--- src/rtl/irx_pkg.sv ---
package irx_pkg;
  localparam logic [3:0] MODE_HWDEC = 4'd0;
  localparam logic [3:0] MODE_RAW   = 4'd2;

  typedef enum logic [1:0] {
    SEL_DECODER = 2'd0,
    SEL_BOTH    = 2'd1,
    SEL_FALL    = 2'd2,
    SEL_RISE    = 2'd3
  } edge_sel_e;

  localparam int IV_LSB    = 16;
  localparam int PULSE_BIT = 8;
  localparam int BUSY_BIT  = 7;
endpackage

--- src/rtl/irx_sync_edge.sv ---
module irx_sync_edge #(
  parameter int   STAGES = 2,
  parameter logic IDLE   = 1'b1
) (
  input  logic clk,
  input  logic rst_n,
  input  logic din,
  output logic level,
  output logic prev,
  output logic rise,
  output logic fall
);
  localparam int CHAIN = STAGES + 1;

  logic [CHAIN-1:0] sh_q;

  always_ff @(posedge clk or negedge rst_n) begin
    if (!rst_n) sh_q <= {CHAIN{IDLE}};
    else        sh_q <= {sh_q[CHAIN-2:0], din};
  end

  assign level = sh_q[STAGES-1];
  assign prev  = sh_q[STAGES];
  assign rise  = level & ~prev;
  assign fall  = ~level & prev;
endmodule

--- src/rtl/irx_prescaler.sv ---
module irx_prescaler #(
  parameter int W = 12
) (
  input  logic         clk,
  input  logic         rst_n,
  input  logic         run,
  input  logic         restart,
  input  logic [W-1:0] base,
  output logic         tick
);
  logic [W-1:0] pre_q;
  logic         wrap;

  assign wrap = (pre_q >= base);
  assign tick = run & wrap;

  always_ff @(posedge clk or negedge rst_n) begin
    if (!rst_n)                pre_q <= '0;
    else if (!run || restart)  pre_q <= '0;
    else if (wrap)             pre_q <= '0;
    else                       pre_q <= pre_q + 1'b1;
  end
endmodule

--- src/rtl/irx_interval_ctr.sv ---
module irx_interval_ctr #(
  parameter int W = 13
) (
  input  logic         clk,
  input  logic         rst_n,
  input  logic         run,
  input  logic         tick,
  input  logic         cap,
  output logic [W-1:0] cnt,
  output logic         sat
);
  localparam logic [W-1:0] FULL = '1;

  logic [W-1:0] cnt_q;

  assign sat = (cnt_q == FULL);
  assign cnt = cnt_q;

  always_ff @(posedge clk or negedge rst_n) begin
    if (!rst_n)              cnt_q <= '0;
    else if (!run || cap)    cnt_q <= '0;
    else if (tick && !sat)   cnt_q <= cnt_q + 1'b1;
  end
endmodule

--- src/rtl/irx_edge_capture.sv ---
module irx_edge_capture
  import irx_pkg::*;
#(
  parameter int CNT_W       = 13,
  parameter int BASE_W      = 12,
  parameter int SYNC_STAGES = 2,
  parameter int STAT_W      = 32
) (
  input  logic              clk,
  input  logic              rst_n,
  input  logic              ir_in,
  input  logic              cfg_en,
  input  logic              cfg_clr,
  input  logic [3:0]        cfg_mode,
  input  logic [1:0]        cfg_edge_sel,
  input  logic [BASE_W-1:0] cfg_base,
  output logic              irq,
  output logic [CNT_W-1:0]  cap_interval,
  output logic              cap_pulse,
  output logic              busy,
  output logic [STAT_W-1:0] stat_word
);
  localparam int IV_MSB = IV_LSB + CNT_W - 1;

  logic             run;
  logic             lvl, lvl_prev, rise, fall;
  logic             qual, cap, tick, sat;
  logic [CNT_W-1:0] cnt;
  logic [CNT_W-1:0] iv_q;
  logic             pulse_q, irq_q;
  edge_sel_e        sel;

  assign run = cfg_en && (cfg_mode == MODE_RAW) && !cfg_clr;
  assign sel = edge_sel_e'(cfg_edge_sel);

  irx_sync_edge #(.STAGES(SYNC_STAGES), .IDLE(1'b1)) u_sync (
    .clk(clk), .rst_n(rst_n), .din(ir_in),
    .level(lvl), .prev(lvl_prev), .rise(rise), .fall(fall)
  );

  always_comb begin
    unique case (sel)
      SEL_BOTH: qual = rise | fall;
      SEL_FALL: qual = fall;
      SEL_RISE: qual = rise;
      default:  qual = 1'b0;
    endcase
  end

  assign cap = run & qual;

  irx_prescaler #(.W(BASE_W)) u_pre (
    .clk(clk), .rst_n(rst_n), .run(run), .restart(cap),
    .base(cfg_base), .tick(tick)
  );

  irx_interval_ctr #(.W(CNT_W)) u_ctr (
    .clk(clk), .rst_n(rst_n), .run(run), .tick(tick), .cap(cap),
    .cnt(cnt), .sat(sat)
  );

  always_ff @(posedge clk or negedge rst_n) begin
    if (!rst_n) begin
      iv_q    <= '0;
      pulse_q <= 1'b0;
      irq_q   <= 1'b0;
    end else if (cfg_clr) begin
      iv_q    <= '0;
      pulse_q <= 1'b0;
      irq_q   <= 1'b0;
    end else begin
      irq_q <= cap;
      if (cap) begin
        iv_q    <= cnt;
        pulse_q <= ~lvl_prev;
      end
    end
  end

  assign irq          = irq_q;
  assign cap_interval = iv_q;
  assign cap_pulse    = pulse_q;
  assign busy         = run & ~sat;

  always_comb begin
    stat_word                = '0;
    stat_word[IV_MSB:IV_LSB] = iv_q;
    stat_word[PULSE_BIT]     = pulse_q;
    stat_word[BUSY_BIT]      = busy;
  end
endmodule

--- config.mk ---
export PLATFORM = sky130hd
export DESIGN_NAME = irx_edge_capture
export DESIGN_NICKNAME = d
export VERILOG_FILES = /design/src/rtl/irx_pkg.sv /design/src/rtl/irx_sync_edge.sv /design/src/rtl/irx_prescaler.sv /design/src/rtl/irx_interval_ctr.sv /design/src/rtl/irx_edge_capture.sv
export SDC_FILE = /design/constraint.sdc
export NUM_CORES = 1
export LEC_CHECK = 0
export BUFFER_PORTS_ARGS = -buffer_cell sky130_fd_sc_hd__buf_2
export CORE_MARGIN = 3
export CORE_UTILIZATION = 40
export CTS_BUF_LIST = sky130_fd_sc_hd__clkbuf_4 sky130_fd_sc_hd__clkbuf_8
export DETAILED_ROUTE_END_ITERATION = 6
export GPL_ROUTABILITY_DRIVEN = 1
export GPL_TIMING_DRIVEN = 0
export PLACE_DENSITY = 0.67
export REMOVE_ABC_BUFFERS = 1
export SYNTH_ARGS = -nofsm -noshare
export SYNTH_HDL_FRONTEND = slang
export SYNTH_SLANG_ARGS = --single-unit
--- constraint.sdc ---
create_clock -name clk -period 3.2 [get_ports clk]
set_clock_uncertainty 0.2 [all_clocks]
set_input_delay 0.16 -clock clk [delete_from_list [all_inputs] [get_ports clk]]
set_output_delay 0.16 -clock clk [all_outputs]
set_load 0.01 [all_outputs]
==> flow_summary.yaml, run 1 <==
status:
  outcome: "finished, final reports clean"
grt:
  grt_pass1_wl_um: 7880
  grt.total_usage_pct: 12.9
  met1_usage_pct: 16.6
  grt_max_degree: 44
  grt_pass1_vias: 1772
  overflow: 0
  gr-usage-met3_pct: 2.65
  antenna_found_initial: 0
  met2_usage_pct: 22.2
  busiest_layer: "met2"
power:
  cellLeakagePower_nw: 1.45
  total_power_w: 0.00104
  combPwrFrac_pct: 5.8
  p_sw_w: 0.000216
  swShare_pct: 20.9
  power_density_mw_per_mm2: 356
  internal_power_w: 0.000821
  seqPwrFrac_pct: 52.8
  ir_drop_uv: 214
  clkPwrFrac_pct: 41.4
critical_path:
  critPathKind: "flop to flop"
  r2r_setup_slack_ns: 0.41
  path_delay_family: "compound AO/OA/AOI/OAI gates"
  start_kind: "flop"
  arrival_ns: 2.75
  slowest_delay_ns: 0.53
  cp_cell_sequence: "inv_1 > ha_1 > mux2_1 > a22oi_1 > nand2b_2 > a211o_1 > a41oi_1 > nor2_1"
  cp_max_fo: 15
  slowest_stage: "dfstp_2"
  cp-end-kind: "flop"
  worstPathBufferInverterCount: 1
  worstPathRequired_ns: 3.16
clock_network:
  cts.sinks: 43
  clk_latency_ns: 0.29
  cts.clk_slew.worst_paths_ns: 0.08
  htreeDepth: 2
  cts_buffer_depth: 2
  cts-buffers-inserted: 5
  cts-root-buf: "clkbuf_8"
  cts_tree: "done"
floorplanning:
  die_width_um: 86.9
  rows: 28
  fp.coreArea_sq_mm: 0.00613
  start_util_pct: 42.7
  die_area_sq_mm: 0.00755
  io_pins: 71
  chipHeight_um: 86.9
detailed_routing:
  totalWireLength_um: 4580
  ant_nets: 0
  wl_per_cell_um: 11.6
  drc_errors: 0
  vias: 1930
  drtIter0Drc: 60
  drt-pass1-iter-count: 4
  viasPerCell: 4.89
synth:
  synth_edf_count: 0
  async_flop_share_pct: 100
  syn_inst: 279
  yosysWarningCount: 0
  synth.distinct_cells: 41
  yosys_most_used_dff: "dfrtp_1"
  syn-cell-area_sq_mm: 0.00262
  syn_area_per_cell_sq_um: 9.38
  ys_seq_elements: 43
  synth_seq_area_share_pct: 41.3
timing:
  setup_viol: 0
  worst_slack_ns: 0.407
  maxSlewHeadroom_pct: 38.0
  fmax_mhz: 358
  hold_ws_ns: 0.126
  rsz0062_at_grt: "no"
  fin_crit_sh_pct: 87.3
  maxSlewViolCount: 0
  worst_pin_slew_ns: 0.931
  min_period_ns: 2.79
  hold_viol: 0
  setup_tns_ns: 0
place:
  routabilityCongestion: 0.764
  dp_hpwl_um: 3430
  dp_cells: 385
  port_buffers: 53
  place_ws_ns: 0.152
cells_and_area:
  syn2layout_area_growth_pct: 11.5
  final_cell_mix: "53 x buf_2, 40 x dfrtp_1, 28 x nand2_1, 24 x nor2_1, 19 x inv_1"
  stdcell_count: 395
  final_common_cell: "buf_2"
  n_antenna_cell: 0
  final_layout_size_suffix_gt1_share_pct: 25.9
  nNetsFinal: 358
  fillCellCount: 574
flow_run:
  cap_violations: 0
min_path:
  hold_path.class: "primary input to flop"
[power groups by stage]
stage                     Sequential, W  Combinational, W  Clock [W]
after global placement         0.000558         0.0000584          0
after detailed placement       0.000558         0.0000601          0
after CTS                      0.000548         0.0000620   0.000442
after floorplan                0.000558         0.0000293          0
after global routing           0.000548         0.0000710   0.000464
final                          0.000548         0.0000607   0.000429
[worst register-to-register path: cells and delay by family (launching register included)]
| kind | cells | cell delay, ns |
|---|---|---|
| muxes | 1 | 0.29 |
| adders and majority gates | 1 | 0.17 |
| AOI/OAI and AO/OA | 3 | 1.05 |
| DFF | 1 | 0.53 |
| and+or+nand+nor | 2 | 0.37 |
| buffers and inverters | 1 | 0.05 |
[cell type report]
cell class / count / area (sq um) / share of cell area (%)
clock buffers: 6 / 82.6 / 2.83
flip-flops and latches: 43 / 1080 / 37.0
inverters: 19 / 71.3 / 2.44
well taps: 75 / 93.8 / 3.22
repair buffers: 56 / 300 / 10.3
multi-input cells: 194 / 1250 / 43.0
clock inverters: 2 / 35.0 / 1.20
[state kept, by name (all words and copies together), names as in the netlist]
| name | flops |
|---|---|
| cap_interval | 13 |
| u_ctr.cnt | 13 |
| u_pre.pre_q | 12 |
| u_sync.sh_q | 3 |
| cap_pulse | 1 |
| irq | 1 |
[synthesized netlist by cell type, types with 3 or more instances]
| cell type | count | area [sq um] |
|---|---|---|
| or4_1 | 3 | 22.5 |
| ha_1 | 16 | 200 |
| a211o_1 | 4 | 35.0 |
| nand3_1 | 7 | 35.0 |
| o21ai_0 | 14 | 70.1 |
| xor2_1 | 6 | 52.6 |
| o21ai_1 | 5 | 25.0 |
| nor2_1 | 25 | 93.8 |
| a21oi_1 | 5 | 25.0 |
| xnor2_1 | 5 | 43.8 |
| nand2_1 | 28 | 105 |
| a21oi_2 | 8 | 70.1 |
| and3_1 | 4 | 25.0 |
| buf_4 | 32 | 240 |
| clkbuf_1 | 4 | 15.0 |
| o31ai_1 | 3 | 22.5 |
| or3_1 | 4 | 25.0 |
| dfrtp_1 | 40 | 1000 |
| nand4_1 | 3 | 18.8 |
| dfstp_2 | 3 | 78.8 |
| nand2b_1 | 16 | 100 |
| inv_1 | 19 | 71.3 |
[stage by stage]
stage / utilization [%] / cell area [sq um]
6_report: 47.6 / 2920
5_1_grt: 47.6 / 2920
4_1_cts: 47.6 / 2920
3_5_place_dp: 45.3 / 2780
3_3_place_gp: 45.0 / 2760
2_1_floorplan: - / 2400
[timing repair]
item	in CTS	in global routing
buffers inserted	0	0
setup endpoints to repair	0	1
endpoints found under the hold margin	41	0
hold buffers	2	0
gates resized for setup	0	1
[kinds of logic after synthesis]
family          share of synthesized area [%]
fa+ha+maj                                7.65
buf+inv                                  13.3
xor+xnor                                 3.68
simple gates                             20.0
mux                                     0.430
compound gates                           13.6
flops                                    41.3
other cells                             0.143
[routing by layer]
layer | vias up | wire, um
met5 | - | 0
met4 | 0 | 60
met3 | 6 | 270
met2 | 56 | 2190
met1 | 900 | 2060
li1 | 968 | -
[worst paths after layout]
check | startpoint | endpoint | cells past startpoint
min in group asynchronous | rst_n | cap_interval[4] | 2
max in group asynchronous | rst_n | u_pre.pre_q[5] | 2
hold / removal | cfg_clr | cap_interval[4] | 3
setup / recovery | u_sync.sh_q[2] | u_ctr.cnt[12] | 8
hold reg to reg | u_sync.sh_q[0] | u_sync.sh_q[1] | 0
setup reg to reg | u_sync.sh_q[2] | u_ctr.cnt[12] | 8
Power figures use the tool's default switching activity.
==> run 2, diff against run 1 <==
--- a/config.mk
+++ b/config.mk
@@ -6,14 +6,13 @@
 export NUM_CORES = 1
 export LEC_CHECK = 0
 export BUFFER_PORTS_ARGS = -buffer_cell sky130_fd_sc_hd__buf_2
-export CORE_MARGIN = 3
+export CORE_MARGIN = 4
 export CORE_UTILIZATION = 40
 export CTS_BUF_LIST = sky130_fd_sc_hd__clkbuf_4 sky130_fd_sc_hd__clkbuf_8
 export DETAILED_ROUTE_END_ITERATION = 6
 export GPL_ROUTABILITY_DRIVEN = 1
-export GPL_TIMING_DRIVEN = 0
+export GPL_TIMING_DRIVEN = 1
 export PLACE_DENSITY = 0.67
-export REMOVE_ABC_BUFFERS = 1
 export SYNTH_ARGS = -nofsm -noshare
 export SYNTH_HDL_FRONTEND = slang
 export SYNTH_SLANG_ARGS = --single-unit
==> run 2 against run 1 <==
  * Sequential cell count stayed put
  * Power is 8.0% lower
  * Design area is 1.1% lower
  * Setup slack better by 0.32 ns
  * First-iteration DRC count is 38% higher
  * Combinational power hardly changed
  * Via count is 2.4% lower
  * Critical path depth is 1 lower
  * Maximum frequency is 13% higher
  * Critical endpoint unchanged
==> flow_summary.yaml, run 2 (same netlist as run 1, synthesis figures left out) <==
detailed_routing:
  vias: 1884
  drc_errors: 0
  drt-pass1-iter-count: 4
  wl_per_cell_um: 11.7
  drtIter0Drc: 83
  totalWireLength_um: 4670
  viasPerCell: 4.73
  ant_nets: 0
grt:
  gr-usage-met3_pct: 3.69
  overflow: 0
  grt_pass1_vias: 1748
  grt_pass1_wl_um: 7870
  met1_usage_pct: 16.4
  grt_max_degree: 44
  antenna_found_initial: 0
  busiest_layer: "met2"
  grt.total_usage_pct: 12.7
  met2_usage_pct: 20.6
place:
  port_buffers: 53
  dp_hpwl_um: 3510
  place_ws_ns: 0.722
  routabilityCongestion: 0.736
  dp_cells: 388
critical_path:
  cp-end-kind: "flop"
  start_kind: "flop"
  r2r_cells: 7
  critPathKind: "flop to flop"
  timing.rr.end: "u_ctr.cnt[12]"
  timing.rr.start: "u_pre.pre_q[2]"
  worstPathRequired_ns: 3.18
  r2r_setup_slack_ns: 0.73
  cp_max_fo: 13
  arrival_ns: 2.45
power:
  power_density_mw_per_mm2: 331
  cellLeakagePower_nw: 1.44
  ir_drop_uv: 190
timing:
  fmax_mhz: 404
  min_period_ns: 2.47
  worst_pin_slew_ns: 0.945
  maxSlewHeadroom_pct: 37.0
  rsz0062_at_grt: "no"
  setup_viol: 0
  hold_viol: 0
  worst_slack_ns: 0.727
  hold_ws_ns: 0.118
  setup_tns_ns: 0
  fin_crit_sh_pct: 77.3
  maxSlewViolCount: 0
floorplanning:
  die_width_um: 88.9
  start_util_pct: 41.2
  rows: 29
  fp.coreArea_sq_mm: 0.00635
  die_area_sq_mm: 0.00790
  chipHeight_um: 88.9
  io_pins: 71
clock_network:
  postCtsSetupRepairBufs: 0
  ctsResizeCount: 0
  htreeDepth: 2
  cts_tree: "done"
  cts.sinks: 43
  cts.clk_slew.worst_paths_ns: 0.08
  cts-buffers-inserted: 5
  clk_latency_ns: 0.29
  cts_buffer_depth: 2
  cts-root-buf: "clkbuf_8"
min_path:
  min_to: "cap_interval[0]"
  hold_path.class: "primary input to flop"
  min_from: "cfg_clr"
  hold_depth: 3
cells_and_area:
  final_layout_size_suffix_gt1_share_pct: 25.5
  syn2layout_area_growth_pct: 10.3
  final_cell_mix: "53 x buf_2, 40 x dfrtp_1, 28 x nand2_1, 25 x nor2_1, 19 x inv_1"
  final_common_cell: "buf_2"
  n_antenna_cell: 0
  stdcell_count: 398
  nNetsFinal: 359
status:
  outcome: "finished, final reports clean"
flow_run:
  cap_violations: 0
[run 2: cell count changes in the layout (fill, tap and decap cells not counted), sizes merged]
cell    before  now
bufinv       1    0
clkbuf       6    7
buf         54   55
[run 2: power breakdown]
group | leakage (nW) | switching [W] | internal [W]
Sequential | 0.591 | 0.00000121 | 0.000547
Clock | 0.0491 | 0.000177 | 0.000170
Combinational | 0.796 | 0.0000381 | 0.0000223
Total | 1.44 | 0.000216 | 0.000739
[run 2: worst max path at each step]
| stage | start | endpoint | slack (ns) | cells after the start |
|---|---|---|---|---|
| CTS | u_pre.pre_q[2] | u_ctr.cnt[12] | 0.71 | 7 |
| finish | u_pre.pre_q[2] | u_ctr.cnt[12] | 0.73 | 7 |
| floorplan | u_pre.pre_q[2] | u_ctr.cnt[12] | 0.99 | 7 |
| global placement | u_pre.pre_q[2] | u_ctr.cnt[12] | 0.76 | 7 |
| global route | u_pre.pre_q[2] | u_ctr.cnt[12] | 0.57 | 7 |
| detailed placement | u_pre.pre_q[2] | u_ctr.cnt[12] | 0.72 | 7 |
[run 2: routing by layer]
metal	share of wire (%)	routed length (um)
met5	0	0
met4	1.0	48
met3	7.5	352
met2	44	2050
met1	48	2220
[run 2: final cells by class]
class	count	area, sq um
clock buffer	7	83.8
clock inverter	1	5.00
fill	620	3460
inverter	19	71.3
multi-input combinational	194	1250
sequential	43	1080
tap	77	96.3
timing repair buffer	57	300
[run 2: per-stage QoR]
step | area, sq um | total power [W] | util [%]
after floorplan | 2680 | 0.000605 | -
after global placement | 2780 | 0.000617 | 43.7
after detailed placement | 2780 | 0.000619 | 43.7
after CTS | 2890 | 0.000970 | 45.5
after global routing | 2890 | 0.00100 | 45.5
final | 2890 | 0.000955 | 45.5
[run 2: worst max-delay path, stage by stage, from the launching register on]
cell	delay [ns]
dfrtp_1	0.43
ha_1	0.31
a211o_1	0.29
a31oi_1	0.24
o31ai_4	0.11
a211o_1	0.47
a41oi_1	0.24
nor2_1	0.05
[run 2: timing repair]
action	4_1_cts	5_1_grt
endpoints found under the setup margin	0	0
hold buffers	2	0
hold endpoints to repair	41	0
